### config.mk
export PLATFORM = sky130hd
export DESIGN_NAME = branch_skip_unit
export DESIGN_NICKNAME = d
export VERILOG_FILES = /design/src/rtl/bsu_pkg.sv /design/src/rtl/bsu_cond_eval.sv /design/src/rtl/bsu_target_calc.sv /design/src/rtl/bsu_result_reg.sv /design/src/rtl/branch_skip_unit.sv
export SDC_FILE = /design/constraint.sdc
export NUM_CORES = 1
export LEC_CHECK = 0
export ABC_AREA = 0
export BUFFER_PORTS_ARGS = -buffer_cell sky130_fd_sc_hd__buf_2
export CAP_MARGIN = 25
export CORE_ASPECT_RATIO = 0.9
export CORE_MARGIN = 3
export CORE_UTILIZATION = 52
export CTS_BUF_LIST = sky130_fd_sc_hd__clkbuf_8
export DETAILED_ROUTE_END_ITERATION = 8
export PLACE_DENSITY = 0.81
export SKIP_LAST_GASP = 1
export SLEW_MARGIN = 10
export SYNTH_ARGS = -nofsm -noshare
export SYNTH_HDL_FRONTEND = slang
export SYNTH_SLANG_ARGS = --single-unit
### constraint.sdc
create_clock -name clk -period 4.6 [get_ports clk]
set_clock_uncertainty 0.2 [all_clocks]
set_input_delay 0.46 -clock clk [delete_from_list [all_inputs] [get_ports clk]]
set_output_delay 0.46 -clock clk [all_outputs]
set_load 0.03 [all_outputs]
### src/rtl/bsu_pkg.sv
package bsu_pkg;
  typedef enum logic [3:0] {
    OP_NONE   = 4'd0,
    OP_BR_SET = 4'd1,
    OP_BR_CLR = 4'd2,
    OP_BR_GE  = 4'd3,
    OP_BR_LT  = 4'd4,
    OP_BR_SH  = 4'd5,
    OP_BR_LO  = 4'd6,
    OP_JMP    = 4'd7,
    OP_SK_EQ  = 4'd8,
    OP_SK_RBC = 4'd9,
    OP_SK_RBS = 4'd10,
    OP_SK_IOC = 4'd11,
    OP_SK_IOS = 4'd12
  } bsu_op_e;

  typedef enum logic [1:0] {
    K_SEQ,
    K_REL_SHORT,
    K_REL_LONG,
    K_SKIP
  } bsu_kind_e;

  localparam int FLAG_C = 0;
  localparam int FLAG_N = 2;
  localparam int FLAG_V = 3;
endpackage

### src/rtl/bsu_cond_eval.sv
module bsu_cond_eval
  import bsu_pkg::*;
#(
  parameter int DATA_W = 8,
  localparam int BIT_W = $clog2(DATA_W)
) (
  input  logic [3:0]        op,
  input  logic [DATA_W-1:0] status,
  input  logic [BIT_W-1:0]  bit_sel,
  input  logic [DATA_W-1:0] reg_a,
  input  logic [DATA_W-1:0] reg_b,
  input  logic [DATA_W-1:0] io_val,
  output logic              fire,
  output bsu_kind_e         kind
);
  logic sel_flag, sel_reg, sel_io, signed_lt;

  assign sel_flag  = status[bit_sel];
  assign sel_reg   = reg_a[bit_sel];
  assign sel_io    = io_val[bit_sel];
  assign signed_lt = status[FLAG_N] ^ status[FLAG_V];

  always_comb begin
    fire = 1'b0;
    kind = K_SEQ;
    case (bsu_op_e'(op))
      OP_BR_SET: begin kind = K_REL_SHORT; fire = sel_flag;        end
      OP_BR_CLR: begin kind = K_REL_SHORT; fire = !sel_flag;       end
      OP_BR_GE:  begin kind = K_REL_SHORT; fire = !signed_lt;      end
      OP_BR_LT:  begin kind = K_REL_SHORT; fire = signed_lt;       end
      OP_BR_SH:  begin kind = K_REL_SHORT; fire = !status[FLAG_C]; end
      OP_BR_LO:  begin kind = K_REL_SHORT; fire = status[FLAG_C];  end
      OP_JMP:    begin kind = K_REL_LONG;  fire = 1'b1;            end
      OP_SK_EQ:  begin kind = K_SKIP;      fire = (reg_a == reg_b); end
      OP_SK_RBC: begin kind = K_SKIP;      fire = !sel_reg;        end
      OP_SK_RBS: begin kind = K_SKIP;      fire = sel_reg;         end
      OP_SK_IOC: begin kind = K_SKIP;      fire = !sel_io;         end
      OP_SK_IOS: begin kind = K_SKIP;      fire = sel_io;          end
      default:   begin kind = K_SEQ;       fire = 1'b0;            end
    endcase
  end
endmodule

### src/rtl/bsu_target_calc.sv
module bsu_target_calc
  import bsu_pkg::*;
#(
  parameter int PC_W   = 12,
  parameter int BOFS_W = 7,
  parameter int JOFS_W = 12
) (
  input  logic [PC_W-1:0]   pc,
  input  logic [JOFS_W-1:0] ofs,
  input  bsu_kind_e         kind,
  input  logic              fire,
  input  logic              next_long,
  output logic [PC_W-1:0]   npc,
  output logic [1:0]        cycles,
  output logic              taken
);
  logic [PC_W-1:0] br_ext, jmp_ext, pc_inc;

  generate
    if (BOFS_W < PC_W) begin : g_br_ext
      assign br_ext = {{(PC_W-BOFS_W){ofs[BOFS_W-1]}}, ofs[BOFS_W-1:0]};
    end else begin : g_br_trunc
      assign br_ext = ofs[PC_W-1:0];
    end
    if (JOFS_W < PC_W) begin : g_jmp_ext
      assign jmp_ext = {{(PC_W-JOFS_W){ofs[JOFS_W-1]}}, ofs};
    end else begin : g_jmp_trunc
      assign jmp_ext = ofs[PC_W-1:0];
    end
  endgenerate

  assign pc_inc = pc + PC_W'(1);

  always_comb begin
    npc    = pc_inc;
    cycles = 2'd1;
    taken  = 1'b0;
    case (kind)
      K_REL_SHORT: if (fire) begin
        npc = pc_inc + br_ext; cycles = 2'd2; taken = 1'b1;
      end
      K_REL_LONG: begin
        npc = pc_inc + jmp_ext; cycles = 2'd2; taken = 1'b1;
      end
      K_SKIP: if (fire) begin
        taken = 1'b1;
        if (next_long) begin npc = pc + PC_W'(3); cycles = 2'd3; end
        else           begin npc = pc + PC_W'(2); cycles = 2'd2; end
      end
      default: ;
    endcase
  end
endmodule

### src/rtl/bsu_result_reg.sv
module bsu_result_reg #(
  parameter int PC_W = 12
) (
  input  logic            clk,
  input  logic            rst,
  input  logic            in_valid,
  input  logic [PC_W-1:0] npc_d,
  input  logic [1:0]      cycles_d,
  input  logic            taken_d,
  output logic            out_valid,
  output logic [PC_W-1:0] next_pc,
  output logic [1:0]      cycles,
  output logic            taken
);
  always_ff @(posedge clk) begin
    if (rst || !in_valid) begin
      out_valid <= 1'b0;
      next_pc   <= '0;
      cycles    <= 2'd0;
      taken     <= 1'b0;
    end else begin
      out_valid <= 1'b1;
      next_pc   <= npc_d;
      cycles    <= cycles_d;
      taken     <= taken_d;
    end
  end

  assert_reset_clears_R1: assert property (@(posedge clk)
    $past(rst) |-> (!out_valid && !taken && cycles == 2'd0));

  assert_valid_latency_R1: assert property (@(posedge clk) disable iff (rst)
    in_valid |=> out_valid);
endmodule

### src/rtl/branch_skip_unit.sv
module branch_skip_unit
  import bsu_pkg::*;
#(
  parameter int PC_W   = 12,
  parameter int DATA_W = 8,
  parameter int BOFS_W = 7,
  parameter int JOFS_W = 12,
  localparam int BIT_W = $clog2(DATA_W)
) (
  input  logic              clk,
  input  logic              rst,
  input  logic              in_valid,
  input  logic [3:0]        op,
  input  logic [PC_W-1:0]   pc,
  input  logic [JOFS_W-1:0] ofs,
  input  logic [DATA_W-1:0] status,
  input  logic [BIT_W-1:0]  bit_sel,
  input  logic [DATA_W-1:0] reg_a,
  input  logic [DATA_W-1:0] reg_b,
  input  logic [DATA_W-1:0] io_val,
  input  logic              next_long,
  output logic              out_valid,
  output logic [PC_W-1:0]   next_pc,
  output logic [1:0]        cycles,
  output logic              taken
);
  logic            fire;
  bsu_kind_e       kind;
  logic [PC_W-1:0] npc_d;
  logic [1:0]      cycles_d;
  logic            taken_d;

  bsu_cond_eval #(.DATA_W(DATA_W)) u_cond (
    .op(op), .status(status), .bit_sel(bit_sel), .reg_a(reg_a),
    .reg_b(reg_b), .io_val(io_val), .fire(fire), .kind(kind)
  );

  bsu_target_calc #(.PC_W(PC_W), .BOFS_W(BOFS_W), .JOFS_W(JOFS_W)) u_tgt (
    .pc(pc), .ofs(ofs), .kind(kind), .fire(fire), .next_long(next_long),
    .npc(npc_d), .cycles(cycles_d), .taken(taken_d)
  );

  bsu_result_reg #(.PC_W(PC_W)) u_reg (
    .clk(clk), .rst(rst), .in_valid(in_valid), .npc_d(npc_d),
    .cycles_d(cycles_d), .taken_d(taken_d), .out_valid(out_valid),
    .next_pc(next_pc), .cycles(cycles), .taken(taken)
  );

  assert_cycles_nonzero_R11: assert property (@(posedge clk) disable iff (rst)
    out_valid |-> cycles != 2'd0);

  assert_sequential_step_R2: assert property (@(posedge clk) disable iff (rst)
    (out_valid && cycles == 2'd1) |-> next_pc == PC_W'($past(pc) + PC_W'(1)));

  assert_long_skip_step_R11: assert property (@(posedge clk) disable iff (rst)
    (out_valid && cycles == 2'd3) |-> next_pc == PC_W'($past(pc) + PC_W'(3)));

  assert_taken_matches_cost_R13: assert property (@(posedge clk) disable iff (rst)
    out_valid |-> (taken == (cycles != 2'd1)));
endmodule

==> results of run 1 <==
==> critical path: cells and delay by family <==
kind	cells	cell delay [ps]
XOR/XNOR	1	150
AO/OA/AOI/OAI	7	1610
AND/OR/NAND/NOR	3	600
adder cells (fa/ha/maj)	2	490
buffers and inverters	1	160
==> cell usage after synthesis (2+ instances only) <==
cell,instances
o22ai_1,3
nand2_1,30
nor3b_1,2
nor3_1,16
ha_1,20
or2_2,3
mux4_2,3
nor2_1,23
o21ai_0,8
a21oi_1,21
clkbuf_1,11
nand3b_1,2
mux2i_1,17
xor2_1,16
o31a_1,2
a21o_1,3
nand2b_1,2
o21a_1,4
mux2_2,7
a32o_1,2
and3_1,3
dfxtp_1,15
a311oi_1,2
nand4_1,5
inv_1,7
o21bai_1,2
and2_1,2
or3_1,7
xnor2_1,22
a31oi_1,8
buf_6,2
a211oi_1,2
o211ai_1,2
nand3_1,12
==> sequential cells by signal (all words and copies together), names as in the netlist <==
signal	count
u_reg.cycles	2
u_reg.next_pc	12
u_reg.out_valid	1
==> cells in the final DEF (no fill, tap or decap), types with 3 or more instances in the layout <==
cell type   n
xnor2_1    22
o21a_1      4
a21o_1      3
dfxtp_1    15
a31oi_1     8
or3_1       7
clkbuf_8    3
mux2i_1    17
xor2_1     16
a21oi_1    21
or2_2       3
nor3_1     16
nand3_1    12
buf_2      82
and3_1      3
mux4_2      3
inv_1       8
nor2_1     23
nand2_1    30
nand4_1     5
o22ai_1     3
ha_1       20
o21ai_0     8
mux2_2      7
==> where the power goes <==
part	switching [W]	internal (W)	leakage, nW	total [W]
Sequential	0.00000190	0.000139	0.123	0.000141
Combinational	0.000175	0.000130	1.11	0.000305
Clock	0.0000411	0.0000589	0.0269	0.000100
==> routing by layer <==
metal	GRT usage, %	part of all wire [%]	vias to the layer above
li1	-	-	1274
met1	34.3	46	1183
met2	37.6	46	115
met3	2.47	8.0	6
met4	2.82	0.45	0
met5	0	0	-
==> kinds of logic after synthesis <==
group,after synthesis
AOI/OAI and AO/OA,69
and+or+nand+nor,113
xor gates and xnor gates,38
buffers and inverters,22
adders and majority gates,21
muxes,28
DFF,15
==> cell type report <==
cell class	instances	area (sq um)
sequential	15	300
inverter	7	26.3
timing repair buffer	83	418
fill	394	1410
clock inverter	1	3.75
clock buffer	3	41.3
multi-input combinational	269	1940
tap	60	75.1
==> stage by stage <==
| stage | area (sq um) | setup slack [ps] |
|---|---|---|
| floorplan | 2340 | 1200 |
| global placement | 2760 | 949 |
| detailed placement | 2760 | 878 |
| CTS | 2800 | 1120 |
| global route | 2800 | 846 |
| finish | 2800 | 1080 |
==> path summary, 6_finish.rpt <==
check	startpoint	endpoint	slack (ps)	cells past startpoint
setup / recovery	pc[0]	u_reg.next_pc[11]	1080	14
hold / removal	ofs[0]	u_reg.next_pc[0]	400	3
==> flow_summary_export.csv, run 1 <==
group,metric,value,unit
critical_path,worst_path_largest_cell_delay,430,ps
critical_path,cp.required,4530,ps
cells_and_area,syn_to_final_growth,19.8,%
global_route,grt_pass1_wl,10600,microns
global_route,grt_usage,23.4,%
place,routabilityCongestion,0.889,
synthesis,synth_top_family_by_area,"simple AND/OR/NAND/NOR gates",
synthesis,synth_seq_area_share,12.8,%
sta,slew_headroom,58.8,%
place,hpwlAfterDp,5320,microns
global_route,grt_antenna_before_repair,0,
synthesis,ys_ff_latch,15,
drt,first_pass_iters,5,
sta,worst_pin_slew,601,ps
global_route,grt.overflow.total,0,
sta,period_needed,3520,ps
cells_and_area,fin_cells,438,
critical_path,cp.arrival,3450,ps
synthesis,syn-cell-area,2340,sq um
critical_path,cp-start-kind,"primary input",
sta,finalCritPeriodShare,76.5,%
outcome,status,"complete, no violations",
floorplanning,die_h,69.6,microns
floorplanning,ios,83,
sta,drv_slew,0,
clocking,numCtsBuffers,3,
drt,vias,2578,
floorplanning,row_count,22,
drt,drc_errors,0,
cells_and_area,utilization,66.5,%
floorplanning,core_area,4210,sq um
synthesis,synth_cell_types,54,
drt,via_per_inst,5.89,
power_and_ir_drop,leakage,1.26,nW
synthesis,synth_ff_type,"dfxtp_1",
critical_path,criticalPathCategory,"primary input to register",
power_and_ir_drop,power.total,0.000545,W
synthesis,synth_cells,306,
clocking,hold_buffers,0,
critical_path,cp_slowest_cell,"a311oi_1",
clocking,clock_path_buffers,2,
global_route,grt_max_degree,28,
clocking,ctsResizeCount,0,
synthesis,synth_area_leaders,"dfxtp_1, ha_1, xnor2_1",
job,cap_violations,0,
sta,setup_viol,0,
synthesis,synth_xor_area_share,14.2,%
place,numPortBuffers,82,
floorplanning,start_util,55.6,%
critical_path,cp_max_fo,8,
clocking,cts_tree,"built",
synthesis,avgSynthCellArea,7.65,sq um
sta,grt_setup_unrepaired,"false",
sta,fmax,284,MHz
power_and_ir_drop,peakVddDrop,0.101,mV
drt,antenna_left,0,
synthesis,async_flop_share,0,%
cells_and_area,drive_above_1_share,26.7,%
clocking,cts.clk_slew.worst_paths,60,ps
synthesis,synth-compound-area-share,19.4,%
cells_and_area,fin_nets,467,
critical_path,cp-end-kind,"register",
synthesis,synth_adder_area_share,11.6,%
synthesis,synth_largest_area_cell,"dfxtp_1",
clocking,post_cts_buffers,0,
synthesis,synth_edf_count,0,
clocking,clock_sinks,15,
power_and_ir_drop,powerDensity,195,nW/um^2
critical_path,path_cells,"buf_2 > ha_1 > nand3_1 > or2_2 > nand2_1 > ha_1 > o21a_1 > o21ai_0 > o21bai_1 > a311oi_1 > a21oi_1 > xnor2_1 > a32o_1 > o31a_1",
drt,drtIter0Drc,267,
synthesis,syn-num-nets,394,
drt,wl_per_cell,14.8,microns
critical_path,cpMostUsedCell,"ha_1",
sta,finalHoldViolations,0,
drt,wl,6480,microns
cells_and_area,diodes,0,
synthesis,synth_mux_area_share,14.0,%
clocking,root_buffer,"clkbuf_8",
sta,tns,0,ps
global_route,grt_pass1_vias,2313,
floorplanning,die_w,76.7,microns
synthesis,yosys.area_share.simple,23.7,%
synthesis,yosysTopAreaCellShare,12.8,%
place,place_inst,434,
min_path,hp-class,"primary input to register",
clocking,h-tree-depth,1,
synthesis,yosys_warnings,0,
sta,hold_ws,395,ps
floorplanning,dieArea,5340,sq um
Note: power is estimated with default switching activity, not from simulation.
==> run 2: changes to the inputs <==
--- a/config.mk
+++ b/config.mk
@@ -10,10 +10,10 @@
 export CAP_MARGIN = 25
 export CORE_ASPECT_RATIO = 0.9
 export CORE_MARGIN = 3
-export CORE_UTILIZATION = 52
+export CORE_UTILIZATION = 47
 export CTS_BUF_LIST = sky130_fd_sc_hd__clkbuf_8
 export DETAILED_ROUTE_END_ITERATION = 8
-export PLACE_DENSITY = 0.81
+export PLACE_DENSITY = 0.77
 export SKIP_LAST_GASP = 1
 export SLEW_MARGIN = 10
 export SYNTH_ARGS = -nofsm -noshare
==> constraint.sdc (replaced) <==
create_clock -name clk -period 3 [get_ports clk]
set_clock_uncertainty 0.2 [all_clocks]
set_input_delay 0.3 -clock clk [delete_from_list [all_inputs] [get_ports clk]]
set_output_delay 0.3 -clock clk [all_outputs]
set_load 0.03 [all_outputs]
==> run 2 against run 1 <==
Die area increased by 9.7%; critical path depth is the same; combinational power rose by 91%; non-clock buffer count grew 51; core utilization grew 5.8 points; global-route usage rose by 0.61 points; wire length grew 15%; sequential share of layout area decreased by 1.8 points; critical path type unchanged.
==> flow_summary_export.csv, run 2 (synthesized netlist as in run 1, its figures left out) <==
group,metric,value,unit
outcome,status,"complete, no violations",
global_route,grt_pass1_wl,11300,microns
min_path,hp-class,"primary input to register",
global_route,grt_max_degree,23,
cells_and_area,drive_above_1_share,40.9,%
power_and_ir_drop,leakage,1.55,nW
critical_path,cp.arrival,2940,ps
cells_and_area,final_common_cell,"buf_2",
place,routabilityCongestion,0.956,
min_path,min_path_cells,3,
sta,period_needed,2990,ps
critical_path,path_cells,"buf_4 > ha_2 > nand3_2 > or2_2 > nand2_2 > ha_4 > o21a_1 > o21ai_2 > o21bai_1 > a311oi_2 > a21oi_1 > xnor2_1 > a32o_1 > o31a_1",
clocking,clock_path_buffers,2,
drt,wl_per_cell,15.1,microns
sta,finalHoldViolations,0,
cells_and_area,register_area,300,sq um
floorplanning,dieArea,5860,sq um
place,numPortBuffers,82,
drt,vias,2821,
floorplanning,ios,83,
drt,drc_errors,0,
global_route,grt.overflow.total,0,
critical_path,worst_path_largest_cell_delay,320,ps
sta,fmax,335,MHz
clocking,root_buffer,"clkbuf_8",
floorplanning,die_h,72.9,microns
clocking,h-tree-depth,1,
critical_path,cp_slowest_cell,"or2_2",
sta,finalCritPeriodShare,99.5,%
cells_and_area,diodes,0,
drt,antenna_left,0,
global_route,grt_pass1_vias,2575,
power_and_ir_drop,peakVddDrop,0.164,mV
sta,hold_ws,213,ps
cells_and_area,fin_cells,492,
cells_and_area,fin_nets,519,
floorplanning,die_w,80.4,microns
floorplanning,row_count,23,
critical_path,criticalPathCategory,"primary input to register",
cells_and_area,utilization,72.3,%
sta,setup_viol,0,
clocking,numCtsBuffers,3,
min_path,min_to,"u_reg.next_pc[0]",
job,cap_violations,0,
cells_and_area,reg.largest.list,"u_reg.next_pc (12), u_reg.cycles (2), u_reg.out_valid (1)",
drt,first_pass_iters,5,
min_path,hp-start,"ofs[0]",
drt,wl,7420,microns
critical_path,cp-end-kind,"register",
floorplanning,core_area,4630,sq um
sta,grt_setup_unrepaired,"true",
clocking,cts_tree,"built",
place,place_inst,487,
power_and_ir_drop,powerDensity,291,nW/um^2
clocking,clock_sinks,15,
cells_and_area,largest_register_ffs,12,
critical_path,cp_max_fo,4,
clocking,post_cts_buffers,0,
sta,drv_slew,0,
cells_and_area,top_register,"u_reg.next_pc",
global_route,grt_antenna_before_repair,0,
sta,worst_pin_slew,679,ps
clocking,cts.clk_slew.worst_paths,70,ps
cells_and_area,syn_to_final_growth,43.2,%
global_route,grt_usage,24.0,%
critical_path,cp-startpoint,"pc[1]",
drt,drtIter0Drc,268,
place,dp_worst_setup_slack,-510,ps
cells_and_area,layout_common_cells,"buf_2, buf_4, nand2_1",
cells_and_area,nFillCells,366,
critical_path,cp.required,2950,ps
place,hpwlAfterDp,5680,microns
sta,slew_headroom,54.4,%
sta,setup_slack,14.2,ps
drt,via_per_inst,5.73,
floorplanning,start_util,50.5,%
cells_and_area,multi_input_area,2100,sq um
critical_path,cp-start-kind,"primary input",
-- run 2: final cells by class --
type | instances | area share [%]
Multi-Input combinational cell | 270 | 62.6
Clock buffer | 3 | 1.23
Timing Repair Buffer | 134 | 24.0
Clock inverter | 1 | 0.149
Tap cell | 62 | 2.32
Sequential cell | 15 | 8.96
Inverter | 7 | 0.784
-- run 2: worst max-delay path by stage --
stage | endpoint | slack, ps
finish | u_reg.next_pc[11] | 10
global route | u_reg.next_pc[11] | -130
CTS | u_reg.next_pc[11] | -80
detailed placement | u_reg.next_pc[11] | -510
global placement | u_reg.next_pc[11] | -520
floorplan | u_reg.next_pc[11] | 6
-- run 2: repair_timing --
item / 4_1_cts / 5_1_grt
hold buffers: 0 / 0
cloned: 0 / 1
resized for setup: 4 / 22
pin swaps: 1 / 14
endpoints found under the setup margin: 6 / 4
-- run 2: critical path, delay by kind of cell --
| family | cells | cell delay (ps) |
|---|---|---|
| AOI/OAI and AO/OA | 7 | 1410 |
| xor gates and xnor gates | 1 | 150 |
| adders and majority gates | 2 | 400 |
| buffers and inverters | 1 | 120 |
| and+or+nand+nor | 3 | 560 |
-- run 2: per-stage QoR --
step                      setup TNS [ps]  total power [W]  instance area [sq um]
after floorplan                        0         0.000556                   2360
after global placement             -2520         0.000747                   3170
after detailed placement           -3540         0.000760                   3170
after CTS                          -76.3         0.000941                   3230
after global routing                -132          0.00104                   3350
final                                  0         0.000975                   3350
-- run 2: layer usage --
| layer | track usage, % | wire, microns | vias to the layer above |
|---|---|---|---|
| met5 | 0 | 0 | - |
| met4 | 5.82 | 99 | 0 |
| met3 | 2.10 | 609 | 11 |
| met2 | 42.0 | 3580 | 141 |
| met1 | 31.8 | 3140 | 1291 |
| li1 | - | - | 1378 |
-- run 2: power by group --
part	internal (W)	total [W]	leakage (nW)	switching, W
Clock	0.0000925	0.000178	0.0255	0.0000852
Combinational	0.000275	0.000582	1.40	0.000306
Sequential	0.000213	0.000215	0.123	0.00000266
Total	0.000581	0.000975	1.55	0.000394
